===== src/rtl/rdf_pkg.sv =====
package rdf_pkg;
    typedef enum logic {
        PH_IDLE = 1'b0,
        PH_RUN  = 1'b1
    } phase_e;
endpackage


===== src/rtl/rdf_plan.sv =====
module rdf_plan #(
    parameter int CNT_W = 8
) (
    input  logic [CNT_W-1:0] count,
    input  logic             burst,
    input  logic             agent64,
    input  logic             addr_b2,
    output logic [CNT_W:0]   total,
    output logic             drop_first
);
    localparam int TW = CNT_W + 1;

    logic          align;
    logic [TW-1:0] ext;

    always_comb begin
        align = burst | agent64;
        ext   = {1'b0, count} + TW'(align & addr_b2);
        if (align) begin
            // round up to an even number of 32-bit words
            total = ext + TW'(ext[0]);
        end else begin
            total = ext;
        end
        drop_first = align & addr_b2;
    end
endmodule


===== src/rtl/rdf_seq.sv =====
module rdf_seq
    import rdf_pkg::*;
#(
    parameter int CNT_W = 8
) (
    input  logic           clk,
    input  logic           rst_n,
    input  logic           start,
    input  logic [CNT_W:0] total,
    input  logic           drop_first,
    input  logic           rd_en,
    input  logic           fifo_full,
    output logic           accept,
    output logic           skip,
    output logic           final_word
);
    localparam int TW = CNT_W + 1;

    typedef struct packed {
        phase_e        ph;
        logic          drop;
        logic          first;
        logic [TW-1:0] rem;
    } st_t;

    st_t st_d, st_q;

    always_comb begin
        st_d       = st_q;
        accept     = (st_q.ph == PH_RUN) && rd_en && !fifo_full;
        skip       = st_q.first && st_q.drop;
        final_word = (st_q.ph == PH_RUN) && (st_q.rem == TW'(1));

        if (st_q.ph == PH_IDLE) begin
            if (start && (total != '0)) begin
                st_d.ph    = PH_RUN;
                st_d.rem   = total;
                st_d.drop  = drop_first;
                st_d.first = 1'b1;
            end
        end else if (accept) begin
            st_d.rem   = st_q.rem - TW'(1);
            st_d.first = 1'b0;
            if (st_q.rem == TW'(1)) begin
                st_d.ph = PH_IDLE;
            end
        end
    end

    always_ff @(posedge clk or negedge rst_n) begin
        if (!rst_n) begin
            st_q <= '{ph: PH_IDLE, drop: 1'b0, first: 1'b0, rem: '0};
        end else begin
            st_q <= st_d;
        end
    end
endmodule


===== src/rtl/rdf_wr.sv =====
module rdf_wr #(
    parameter int DATA_W = 32
) (
    input  logic              clk,
    input  logic              rst_n,
    input  logic              accept,
    input  logic              skip,
    input  logic [DATA_W-1:0] rd_data,
    output logic              fifo_wr,
    output logic [DATA_W-1:0] fifo_data
);
    typedef struct packed {
        logic              wr;
        logic [DATA_W-1:0] data;
    } wr_t;

    wr_t w_d, w_q;

    always_comb begin
        w_d    = w_q;
        w_d.wr = accept && !skip;
        if (accept && !skip) begin
            w_d.data = rd_data;
        end
    end

    always_ff @(posedge clk or negedge rst_n) begin
        if (!rst_n) begin
            w_q <= '0;
        end else begin
            w_q <= w_d;
        end
    end

    assign fifo_wr   = w_q.wr;
    assign fifo_data = w_q.data;
endmodule


===== src/rtl/rd_align_feeder.sv =====
module rd_align_feeder #(
    parameter int DATA_W = 32,
    parameter int CNT_W  = 8
) (
    input  logic              clk,
    input  logic              rst_n,
    input  logic              start,
    input  logic [CNT_W-1:0]  xfer_count,
    input  logic              burst,
    input  logic              agent64,
    input  logic              addr_b2,
    input  logic              rd_en,
    input  logic [DATA_W-1:0] rd_data,
    input  logic              fifo_full,
    output logic              fifo_wr,
    output logic [DATA_W-1:0] fifo_data,
    output logic              last_n
);
    logic [CNT_W:0] total;
    logic           drop_first;
    logic           accept;
    logic           skip;
    logic           final_word;

    rdf_plan #(.CNT_W(CNT_W)) u_plan (
        .count      (xfer_count),
        .burst      (burst),
        .agent64    (agent64),
        .addr_b2    (addr_b2),
        .total      (total),
        .drop_first (drop_first)
    );

    rdf_seq #(.CNT_W(CNT_W)) u_seq (
        .clk        (clk),
        .rst_n      (rst_n),
        .start      (start),
        .total      (total),
        .drop_first (drop_first),
        .rd_en      (rd_en),
        .fifo_full  (fifo_full),
        .accept     (accept),
        .skip       (skip),
        .final_word (final_word)
    );

    rdf_wr #(.DATA_W(DATA_W)) u_wr (
        .clk       (clk),
        .rst_n     (rst_n),
        .accept    (accept),
        .skip      (skip),
        .rd_data   (rd_data),
        .fifo_wr   (fifo_wr),
        .fifo_data (fifo_data)
    );

    // marker is only meaningful while the application offers a word
    assign last_n = !(final_word && rd_en);
endmodule


===== config.mk =====
export PLATFORM = sky130hd
export DESIGN_NAME = rd_align_feeder
export DESIGN_NICKNAME = d
export VERILOG_FILES = /design/src/rtl/rdf_pkg.sv /design/src/rtl/rdf_plan.sv /design/src/rtl/rdf_seq.sv /design/src/rtl/rdf_wr.sv /design/src/rtl/rd_align_feeder.sv
export SDC_FILE = /design/constraint.sdc
export NUM_CORES = 1
export LEC_CHECK = 0
export ABC_AREA = 0
export BUFFER_PORTS_ARGS = -buffer_cell sky130_fd_sc_hd__buf_2
export CAP_MARGIN = 30
export CORE_MARGIN = 5
export CORE_UTILIZATION = 46
export CTS_CLUSTER_DIAMETER = 30
export DETAILED_ROUTE_END_ITERATION = 8
export PLACE_DENSITY = 0.85
export SKIP_CTS_REPAIR_TIMING = 1
export SLEW_MARGIN = 20
export SYNTH_ARGS = -nofsm -noshare
export SYNTH_HDL_FRONTEND = slang
export SYNTH_SLANG_ARGS = --single-unit

===== constraint.sdc =====
create_clock -name clk -period 1.9 [get_ports clk]
set_clock_uncertainty 0.1 [all_clocks]
set_input_delay 0.38 -clock clk [delete_from_list [all_inputs] [get_ports clk]]
set_output_delay 0.38 -clock clk [all_outputs]
set_load 0.03 [all_outputs]

==> qor.txt <==
N_diodes -> 0
Status -> complete, but fails checks
Die X -> 83.9 um
CP Cell Sequence -> buf_8 -> nor2_4 -> nor2b_2 -> ha_2 -> ha_4 -> ha_4 -> xor3_1 -> o32ai_2 -> nand3b_1 -> o32ai_2 -> nand3_2 -> o21ai_4 -> mux2_4
DIE AREA -> 0.00704 sq mm
Worst hold slack -> 167 ps
GRT overflow -> 0
Pre-CTS setup slack -> -1180 ps
Critical path arrival -> 2770 ps
Syn avg cell area -> 8.87 sq um
Max clock buf depth -> 2
Port-buffer cells -> 81
Count of final setup violators -> 13
Initial antenna violation count -> 0
Via count -> 2,506
Core area -> 0.00541 sq mm
Layout cells sized above 1 -> 0.430
Initial DRC Count -> 171
Starting Density -> 0.465
Final core utilization -> 0.667
Post-synthesis cell count -> 283
Post-synth top flop -> dfrtp_1
I/O Pins -> 82
Max Freq -> 0.372 GHz
Hold path start -> rd_data[13]
Placed Area -> 0.00337 sq mm
Peak VDD IR -> 0.657 mV
Tot GR Track Use -> 0.187
Largest net degree at the start of global routing -> 33
Syn nets -> 337
Critical path type -> input port to flop
Die H -> 83.9 um
DP HPWL -> 5200 um
Most common cell after layout, fill and taps aside -> nand2_1
Failing checks -> setup timing
Pins Over Slew Limit -> 0
Distinct cell type count of the synthesized netlist -> 54
Sequential area share after synthesis -> 0.448
Fin. Hold Viols -> 0
Mapped Area -> 0.00251 sq mm
CTS tree -> built
Max Cap Viol -> 0
Startpoint Class -> input port
Synth Warn # -> 0
CTS Sinks -> 45
Rows -> 27
Leak pwr -> 1.83 nW
Register bit total from synthesis -> 45
H-Tree Depth -> 2
TritonRoute pass-1 iters -> 4
Wire per inst -> 14.2 um
Slew @ Worst Pin -> 546 ps
Final nets -> 465
Slew HR -> 0.635
First-pass GRT wire length -> 11,000 um
Final ANT Viol Nets -> 0
Final Cycle Share -> 1.41
Total power -> 2.83 mW
Crit path from -> burst
Number of global-route vias before repair -> 2,538
Drt drc -> 0
Max FO, Critical Path -> 4
Hold WC Path Type -> input port to flop
Worst skew pair latency -> 300 ps
Routed WL -> 6880 um
Final WS setup -> -786 ps
CTS Buf Count -> 5
Commonest cells after routing, fill and taps aside -> nand2_1 (112), buf_2 (78), buf_4 (47), dfrtp_1 (44), nand3_1 (9)
Worst path slowest cell -> mux2_4
CP max stage delay -> 310 ps
Power per cell area -> 785 mW/mm^2
Design Area, Final -> 0.00361 sq mm
Post-synth EDFFs -> 0
Post-layout min period -> 2690 ps
Crit path required time -> 1980 ps
CP endpoint kind -> flop
Routability congestion estimate -> 0.861
R2R Path Start -> u_seq.st_q[11]
Fraction of registers with async set/reset -> 1.00
Clk slew on worst S/H paths -> 90 ps
Vias per cell -> 5.18
Layout overhead on the synthesized area -> 43.6%
Root buffer cell -> clkbuf_8
RSZ-0062 raised after global routing -> true
cells in the mapped netlist, drive strengths merged (2+ instances only):
library cell	number	area, sq um
xor2	6	52.6
xnor2	7	61.3
o21ai	9	48.8
mux2i	2	20.0
ha	6	75.1
nand3	12	75.1
clkbuf	5	18.8
a21oi	3	26.3
nor2	11	43.8
inv	5	18.8
dfrtp	45	1130
and4b	2	20.0
nand4	2	12.5
buf	5	33.8
nand3b	2	15.0
or3	3	28.8
nor3	7	35.0
o22ai	2	12.5
a31o	6	52.6
and3b	2	18.8
nand2	113	424
a31oi	3	33.8
o32ai	2	32.5
metrics by stage:
| stage | TNS, ps | std cells |
|---|---|---|
| 2_1_floorplan | -9580 | 283 |
| 3_3_place_gp | -11150 | 472 |
| 3_5_place_dp | -12690 | 472 |
| 4_1_cts | -9020 | 480 |
| 5_1_grt | -10370 | 484 |
| 6_report | -8600 | 484 |
logic make-up (layout without fill, tap and decap cells):
| family | count (synthesis) | count (layout) | share of synthesized area |
|---|---|---|---|
| xor+xnor | 14 | 14 | 0.0548 |
| buf+inv | 15 | 144 | 0.0284 |
| compound gates | 37 | 37 | 0.130 |
| fa+ha+maj | 6 | 6 | 0.0299 |
| mux | 3 | 3 | 0.0139 |
| simple gates | 163 | 163 | 0.294 |
| flops | 45 | 45 | 0.448 |
flip-flops by register name (all words and copies together), names as in the netlist:
register / cells
u_seq.st_q: 12
u_wr.fifo_wr: 1
u_wr.fifo_data: 32
metal layers:
metal	track usage	vias to the layer above	wire length, um
met2	0.330	100	3440
met1	0.228	1181	2880
met5	0	-	0
met3	0.0474	9	474
li1	-	1216	-
met4	0.0409	0	87
power breakdown:
group,leakage (nW),switching (mW),internal (mW)
registers,0.551,0.122,1.11
clock network,0.0478,0.338,0.300
logic,1.23,0.559,0.404
total,1.83,1.02,1.81
final timing paths:
kind,endpoint,slack [ps],depth (start not counted)
hold / removal,u_wr.fifo_data[13],170,3
setup / recovery,u_seq.st_q[10],-790,13
setup reg to reg,u_seq.st_q[7],-10,8
hold reg to reg,u_wr.fifo_data[21],370,2
max in group asynchronous,u_seq.st_q[0],700,3
min in group asynchronous,u_seq.st_q[1],480,2
layout make-up:
| cell class | count | area (sq um) |
|---|---|---|
| Timing Repair Buffer | 131 | 818 |
| Tap cell | 72 | 90.1 |
| Sequential cell | 45 | 1130 |
| Inverter | 5 | 18.8 |
| Clock buffer | 6 | 82.6 |
| Multi-Input combinational cell | 223 | 1450 |
| Fill cell | 431 | 1800 |
| Clock inverter | 2 | 16.3 |
worst max-delay path, delay by kind of cell:
family          cells  cell delay, ps
compound gates      3             680
xor+xnor            1             230
fa+ha+maj           3             620
buf+inv             1             100
mux                 1             310
simple gates        4             430
(Power assumes the default switching activity.)
